===== config.mk =====
export PLATFORM = sky130hd
export DESIGN_NAME = spi_rf_slave
export DESIGN_NICKNAME = d
export VERILOG_FILES = /design/src/rtl/spi_rf_pkg.sv /design/src/rtl/spi_rf_sync.sv /design/src/rtl/spi_rf_shift.sv /design/src/rtl/spi_rf_ctrl.sv /design/src/rtl/spi_rf_slave.sv
export SDC_FILE = /design/constraint.sdc
export NUM_CORES = 1
export LEC_CHECK = 0
export BUFFER_PORTS_ARGS = -buffer_cell sky130_fd_sc_hd__buf_4
export CAP_MARGIN = 20
export CORE_MARGIN = 2
export CORE_UTILIZATION = 54
export DETAILED_ROUTE_END_ITERATION = 6
export GPL_ROUTABILITY_DRIVEN = 0
export GPL_TIMING_DRIVEN = 0
export PLACE_DENSITY = 0.75
export SYNTH_ARGS = -nofsm -noshare
export SYNTH_HDL_FRONTEND = slang
export SYNTH_SLANG_ARGS = --single-unit

===== constraint.sdc =====
create_clock -name clk -period 2.89 [get_ports clk]
set_input_delay 0.867 -clock clk [delete_from_list [all_inputs] [get_ports clk]]
set_output_delay 0.867 -clock clk [all_outputs]
set_load 0.05 [all_outputs]

===== src/rtl/spi_rf_pkg.sv =====
package spi_rf_pkg;
  localparam int BYTE_W = 8;
  localparam int ADDR_W = 16;
  localparam int CNT_W  = BYTE_W - 1;
  localparam int BIT_W  = $clog2(BYTE_W);

  typedef enum logic [2:0] {
    ST_IDLE,
    ST_CMD,
    ST_ALO,
    ST_AHI,
    ST_WR,
    ST_RD,
    ST_DONE
  } xfer_state_e;

  // direction flag of the command byte
  function automatic logic cmd_is_write(input logic [BYTE_W-1:0] cmd);
    return cmd[BYTE_W-1];
  endfunction

  // stored remaining count (count minus one)
  function automatic logic [CNT_W-1:0] cmd_count_m1(input logic [BYTE_W-1:0] cmd);
    return cmd[CNT_W-1:0];
  endfunction

  // next register address in a burst, wraps naturally
  function automatic logic [ADDR_W-1:0] addr_step(input logic [ADDR_W-1:0] a);
    return a + {{(ADDR_W-1){1'b0}}, 1'b1};
  endfunction

  // bit of the outgoing byte to show after k bits have been clocked (MSB first)
  function automatic int unsigned tx_bit_sel(input logic [BIT_W-1:0] k);
    return BYTE_W - 1 - int'(k);
  endfunction
endpackage


===== src/rtl/spi_rf_sync.sv =====
module spi_rf_sync #(
  parameter int N       = 3,
  parameter int STAGES  = 2,
  parameter logic [N-1:0] RST_VAL = '0
) (
  input  logic         clk,
  input  logic         rst_n,
  input  logic [N-1:0] async_i,
  output logic [N-1:0] sync_o,
  output logic [N-1:0] rise_o,
  output logic [N-1:0] fall_o
);
  logic [N-1:0] prev_q;

  for (genvar b = 0; b < N; b++) begin : g_bit
    logic [STAGES-1:0] chain_q;
    always_ff @(posedge clk or negedge rst_n) begin
      if (!rst_n) chain_q <= {STAGES{RST_VAL[b]}};
      else        chain_q <= {chain_q[STAGES-2:0], async_i[b]};
    end
    assign sync_o[b] = chain_q[STAGES-1];
  end

  always_ff @(posedge clk or negedge rst_n) begin
    if (!rst_n) prev_q <= RST_VAL;
    else        prev_q <= sync_o;
  end

  assign rise_o = sync_o & ~prev_q;
  assign fall_o = ~sync_o & prev_q;
endmodule


===== src/rtl/spi_rf_shift.sv =====
module spi_rf_shift
  import spi_rf_pkg::*;
(
  input  logic              clk,
  input  logic              rst_n,
  input  logic              cs_s,
  input  logic              sclk_rise,
  input  logic              mosi_s,
  input  logic              tx_load,
  input  logic [BYTE_W-1:0] tx_data,
  input  logic              tx_en,
  output logic              byte_done,
  output logic [BYTE_W-1:0] rx_byte,
  output logic              miso
);
  logic [BIT_W-1:0]  bit_idx_q;
  logic [BYTE_W-1:0] rx_q;
  logic [BYTE_W-1:0] tx_q;

  always_ff @(posedge clk or negedge rst_n) begin
    if (!rst_n) begin
      bit_idx_q <= '0;
      rx_q      <= '0;
    end else if (cs_s) begin
      bit_idx_q <= '0;
    end else if (sclk_rise) begin
      bit_idx_q <= bit_idx_q + 1'b1;
      rx_q      <= rx_byte;
    end
  end

  always_ff @(posedge clk or negedge rst_n) begin
    if (!rst_n)       tx_q <= '0;
    else if (tx_load) tx_q <= tx_data;
  end

  assign rx_byte   = {rx_q[BYTE_W-2:0], mosi_s};
  assign byte_done = sclk_rise && !cs_s && (bit_idx_q == BIT_W'(BYTE_W - 1));
  assign miso      = tx_en ? tx_q[tx_bit_sel(bit_idx_q)] : 1'b0;
endmodule


===== src/rtl/spi_rf_ctrl.sv =====
module spi_rf_ctrl
  import spi_rf_pkg::*;
(
  input  logic              clk,
  input  logic              rst_n,
  input  logic              cs_s,
  input  logic              byte_done,
  input  logic [BYTE_W-1:0] rx_byte,
  output logic [ADDR_W-1:0] reg_addr,
  output logic [BYTE_W-1:0] reg_wdata,
  output logic              reg_we,
  output logic              tx_load,
  output logic              tx_en,
  output xfer_state_e       state
);
  xfer_state_e       state_q;
  logic              is_wr_q;
  logic [CNT_W-1:0]  remain_q;
  logic [ADDR_W-1:0] addr_q;
  logic [BYTE_W-1:0] wdata_q;
  logic              we_q, adv_q, load_q;

  always_ff @(posedge clk or negedge rst_n) begin
    if (!rst_n) begin
      state_q  <= ST_IDLE;
      is_wr_q  <= 1'b0;
      remain_q <= '0;
      addr_q   <= '0;
      wdata_q  <= '0;
      we_q     <= 1'b0;
      adv_q    <= 1'b0;
      load_q   <= 1'b0;
    end else begin
      we_q   <= 1'b0;
      adv_q  <= 1'b0;
      load_q <= 1'b0;
      if (cs_s) begin
        state_q <= ST_IDLE;
      end else begin
        if (state_q == ST_IDLE) state_q <= ST_CMD;
        if (adv_q) begin
          addr_q <= addr_step(addr_q);
          if (state_q == ST_RD) load_q <= 1'b1;
        end
        if (byte_done) begin
          unique case (state_q)
            ST_CMD: begin
              is_wr_q  <= cmd_is_write(rx_byte);
              remain_q <= cmd_count_m1(rx_byte);
              state_q  <= ST_ALO;
            end
            ST_ALO: begin
              addr_q[BYTE_W-1:0] <= rx_byte;
              state_q            <= ST_AHI;
            end
            ST_AHI: begin
              addr_q[ADDR_W-1:BYTE_W] <= rx_byte;
              state_q <= is_wr_q ? ST_WR : ST_RD;
              load_q  <= !is_wr_q;
            end
            ST_WR, ST_RD: begin
              if (state_q == ST_WR) begin
                we_q    <= 1'b1;
                wdata_q <= rx_byte;
              end
              adv_q <= 1'b1;
              if (remain_q == '0) state_q <= ST_DONE;
              else                remain_q <= remain_q - 1'b1;
            end
            default: ;
          endcase
        end
      end
    end
  end

  assign reg_addr  = addr_q;
  assign reg_wdata = wdata_q;
  assign reg_we    = we_q;
  assign tx_load   = load_q;
  assign tx_en     = (state_q == ST_RD);
  assign state     = state_q;
endmodule


===== src/rtl/spi_rf_slave.sv =====
module spi_rf_slave
  import spi_rf_pkg::*;
#(
  parameter int SYNC_STAGES = 2
) (
  input  logic              clk,
  input  logic              rst_n,
  input  logic              spi_sclk,
  input  logic              spi_cs_n,
  input  logic              spi_mosi,
  output logic              spi_miso,
  output logic [ADDR_W-1:0] reg_addr,
  output logic [BYTE_W-1:0] reg_wdata,
  output logic              reg_we,
  input  logic [BYTE_W-1:0] reg_rdata
);
  localparam int PIN_N = 3;

  logic [PIN_N-1:0] pin_s, pin_rise, pin_fall;
  logic cs_sync, sclk_rise, mosi_sync;
  logic byte_done, tx_load, tx_en;
  logic [BYTE_W-1:0] rx_byte;
  xfer_state_e state;

  spi_rf_sync #(
    .N(PIN_N), .STAGES(SYNC_STAGES), .RST_VAL(3'b100)
  ) u_sync (
    .clk(clk), .rst_n(rst_n),
    .async_i({spi_cs_n, spi_sclk, spi_mosi}),
    .sync_o(pin_s), .rise_o(pin_rise), .fall_o(pin_fall)
  );

  assign cs_sync   = pin_s[2];
  assign sclk_rise = pin_rise[1];
  assign mosi_sync = pin_s[0];

  spi_rf_shift u_shift (
    .clk(clk), .rst_n(rst_n), .cs_s(cs_sync), .sclk_rise(sclk_rise),
    .mosi_s(mosi_sync), .tx_load(tx_load), .tx_data(reg_rdata),
    .tx_en(tx_en), .byte_done(byte_done), .rx_byte(rx_byte),
    .miso(spi_miso)
  );

  spi_rf_ctrl u_ctrl (
    .clk(clk), .rst_n(rst_n), .cs_s(cs_sync), .byte_done(byte_done),
    .rx_byte(rx_byte), .reg_addr(reg_addr), .reg_wdata(reg_wdata),
    .reg_we(reg_we), .tx_load(tx_load), .tx_en(tx_en), .state(state)
  );
endmodule


==> flow_summary.ini <==
[synth]
synth.yosys.seq_area_share_pct = 48.63
yosysTopAreaCell = dfrtp_1
ys_async_sr_fraction_pct = 100.0
synth_seq_cells = 63
synth_area_leaders = dfrtp_1 (47%), mux2_2 (9.0%), mux2i_1 (2.8%)
ys.flop_type = dfrtp_1
synth_top_area_share_pct = 47.01
ys_types = 56
synth_edf_count = 0
synthCells = 290
avgSynthCellArea_um2 = 11.20
netlist_area_um2 = 3247
syn-num-nets = 308
ys_warn_count = 0

[clocking]
cts_tree = built
post_cts_resize_count = 0
cts_buffers = 9
clkTransAtPathRegs_ns = 0.07
cts.path.max_buffers = 2
htreeDepth = 3
cts_root_buf = clkbuf_8
cts_sinks = 63
cts_hold_buf = 0
post_cts_buffers = 0
clk_latency_ns = 0.35

[cells_and_area]
syn_to_final_growth_pct = 19.19
fin_area_um2 = 3870
post-route-util_pct = 66.15
layout-drive-gt1-share_pct = 30.23
multiInputGateArea_um2 = 1514
fillCellCount = 478
seq_area_um2 = 1579
diodes = 0
layout.nets = 357

[timing]
min_period_ns = 2.619
fin_crit_sh_pct = 90.64
finalHoldViolCount = 0
worstMarginPinSlew_ns = 0.7873
rsz0062_at_grt = no
drv_slew = 0
setup_tns_ns = 0
timing.fmax_ghz = 0.3818
clock_skew_ns = 0.006615
maxSlewHeadroom_pct = 47.51
finalSetupViolations = 0

[setup_path]
slowest_delay_ns = 0.34
worstPathCellList = clkbuf_2, nor2b_1, clkbuf_1, nand2_1, nor2_1, buf_4
endpoint_kind = primary output
required_ns = 2.02
crit_type = reg2out
start_kind = flip-flop
slowest_stage = dfrtp_1
rr_worst_depth = 9
worstPathArrival_ns = 1.75
cp_max_fo = 8

[floorplan]
start_util_pct = 55.50
ios = 39
die_y_um = 81.54
rows = 28
dieArea_um2 = 6649
coreArea_um2 = 5851
die_w_um = 81.54

[route]
drt-pass1-iter-count = 5
wl_um = 7033
first_iter_violations = 177
avgViaCountPerCell = 6.026
vias = 2525
wl_per_cell_um = 16.79
drc_errors = 0
antenna_left = 0

[place]
dp_hpwl_um = 4748
place_area_um2 = 3626
io_buffers = 38

[power]
power.density_nw_per_um2 = 541.9
leakagePower_nw = 1.782
ir_drop_mv = 0.4371

[global_route]
grt_usage_pct = 23.24
grt.overflow.total = 0
grt_max_degree = 64
grt_pass1_wl_um = 11540
grt_pass1_vias = 2321
antenna_found_initial = 0

[worst_hold_path]
hold-path-cell-count = 0
hold_path.class = reg2reg

[job]
maxCapViolations = 0

[outcome]
status = finished clean
==> layout make-up <==
type | instances | area share (%)
flip-flops and latches | 63 | 40.80
plain buffers | 18 | 3.007
multi-input cells | 199 | 39.12
well taps | 75 | 2.425
clock inverters | 7 | 3.104
clock buffers | 9 | 3.201
repair buffers | 38 | 7.371
inverters | 10 | 0.9699
==> power by group <==
group	internal, W	total [W]	switching (W)
clock	0.000575	0.000942	0.000367
sequential	0.000929	0.00103	0.0000969
combinational	0.0000685	0.000129	0.0000608
==> flip-flops by register name, summed over array words and instances, names as in the netlist <==
name	flops
u_shift.tx_q	8
u_sync.g_bit.chain_q	6
u_ctrl.reg_addr	16
u_shift.bit_idx_q	3
u_ctrl.reg_wdata	8
u_ctrl.is_wr_q	1
u_ctrl.tx_load	1
u_ctrl.adv_q	1
u_ctrl.state	3
u_ctrl.remain_q	7
u_ctrl.reg_we	1
u_shift.rx_q	7
u_sync.prev_q	1
==> critical path, delay by kind of cell, from the launching register on <==
| family | cells | cell delay, ns |
|---|---|---|
| AND/OR/NAND/NOR | 3 | 0.37 |
| flip-flops | 1 | 0.34 |
| buffers and inverters | 3 | 0.70 |
==> per-layer routing <==
metal  GRT usage [%]  routed length (um)
met2           35.16                3347
met3           7.253                 444
met5               0                   0
met4           8.305                 114
met1           31.61                3125
==> cell usage after synthesis, drive strengths merged, types with 2 or more instances <==
master / count
a2bb2oi: 2
o211ai: 4
o22a: 3
a31oi: 4
nor2b: 2
nand2: 18
nor2: 15
o22ai: 5
or4: 3
dfstp: 2
a311oi: 3
a211oi: 3
dfrtp: 61
buf: 10
clkbuf: 8
inv: 10
a21oi: 16
nand3: 17
nor4: 8
and4: 4
ha: 5
nor3: 7
o2bb2ai: 4
and2: 2
mux2: 27
o21ai: 6
nand2b: 5
mux4: 2
and3: 5
mux2i: 9
nand4: 6
==> path summary, 6_finish.rpt <==
path / start / end / slack (ns)
setup reg to reg: u_shift.bit_idx_q[0] / u_ctrl.reg_addr[14] / 0.71
hold / removal: u_sync.g_bit[1].chain_q[0] / u_sync.g_bit[1].chain_q[1] / 0.35
min in group asynchronous: rst_n / u_ctrl.reg_addr[14] / 0.59
max in group asynchronous: rst_n / u_ctrl.reg_addr[11] / 1.77
hold reg to reg: u_sync.g_bit[1].chain_q[0] / u_sync.g_bit[1].chain_q[1] / 0.35
setup / recovery: u_ctrl.state[2] / spi_miso / 0.27
==> cells in the final DEF, fill, tap and decap left out, types with 8 or more instances in the layout <==
master and n:
dfrtp_1 61, nor4_1 8, buf_4 40, mux2_2 26, nand3_1 15, a21oi_1 15
inv_1 10, nand2_1 17, nor2_1 15, mux2i_1 9, clkbuf_8 9
==> logic make-up after synthesis <==
family	after synthesis	synth area share (%)
xor gates and xnor gates	1	0.2698
and+or+nand+nor	99	19.04
DFF	63	48.63
adders and majority gates	5	1.927
AOI/OAI and AO/OA	56	11.87
buffers and inverters	28	4.740
muxes	38	13.53
==> through the flow <==
stage                     hold WS (ns)  total power, W  std cells  setup WS (ns)
after global routing            0.3687        0.002178        419         0.1280
after CTS                       0.3541        0.002111        419         0.2675
final                           0.3527        0.002097        419         0.2706
after floorplan                 0.3312        0.001078        290         0.4905
after detailed placement        0.3347        0.001170        403         0.6624
after global placement          0.3319        0.001165        403         0.6764
(Power assumes the default switching activity.)
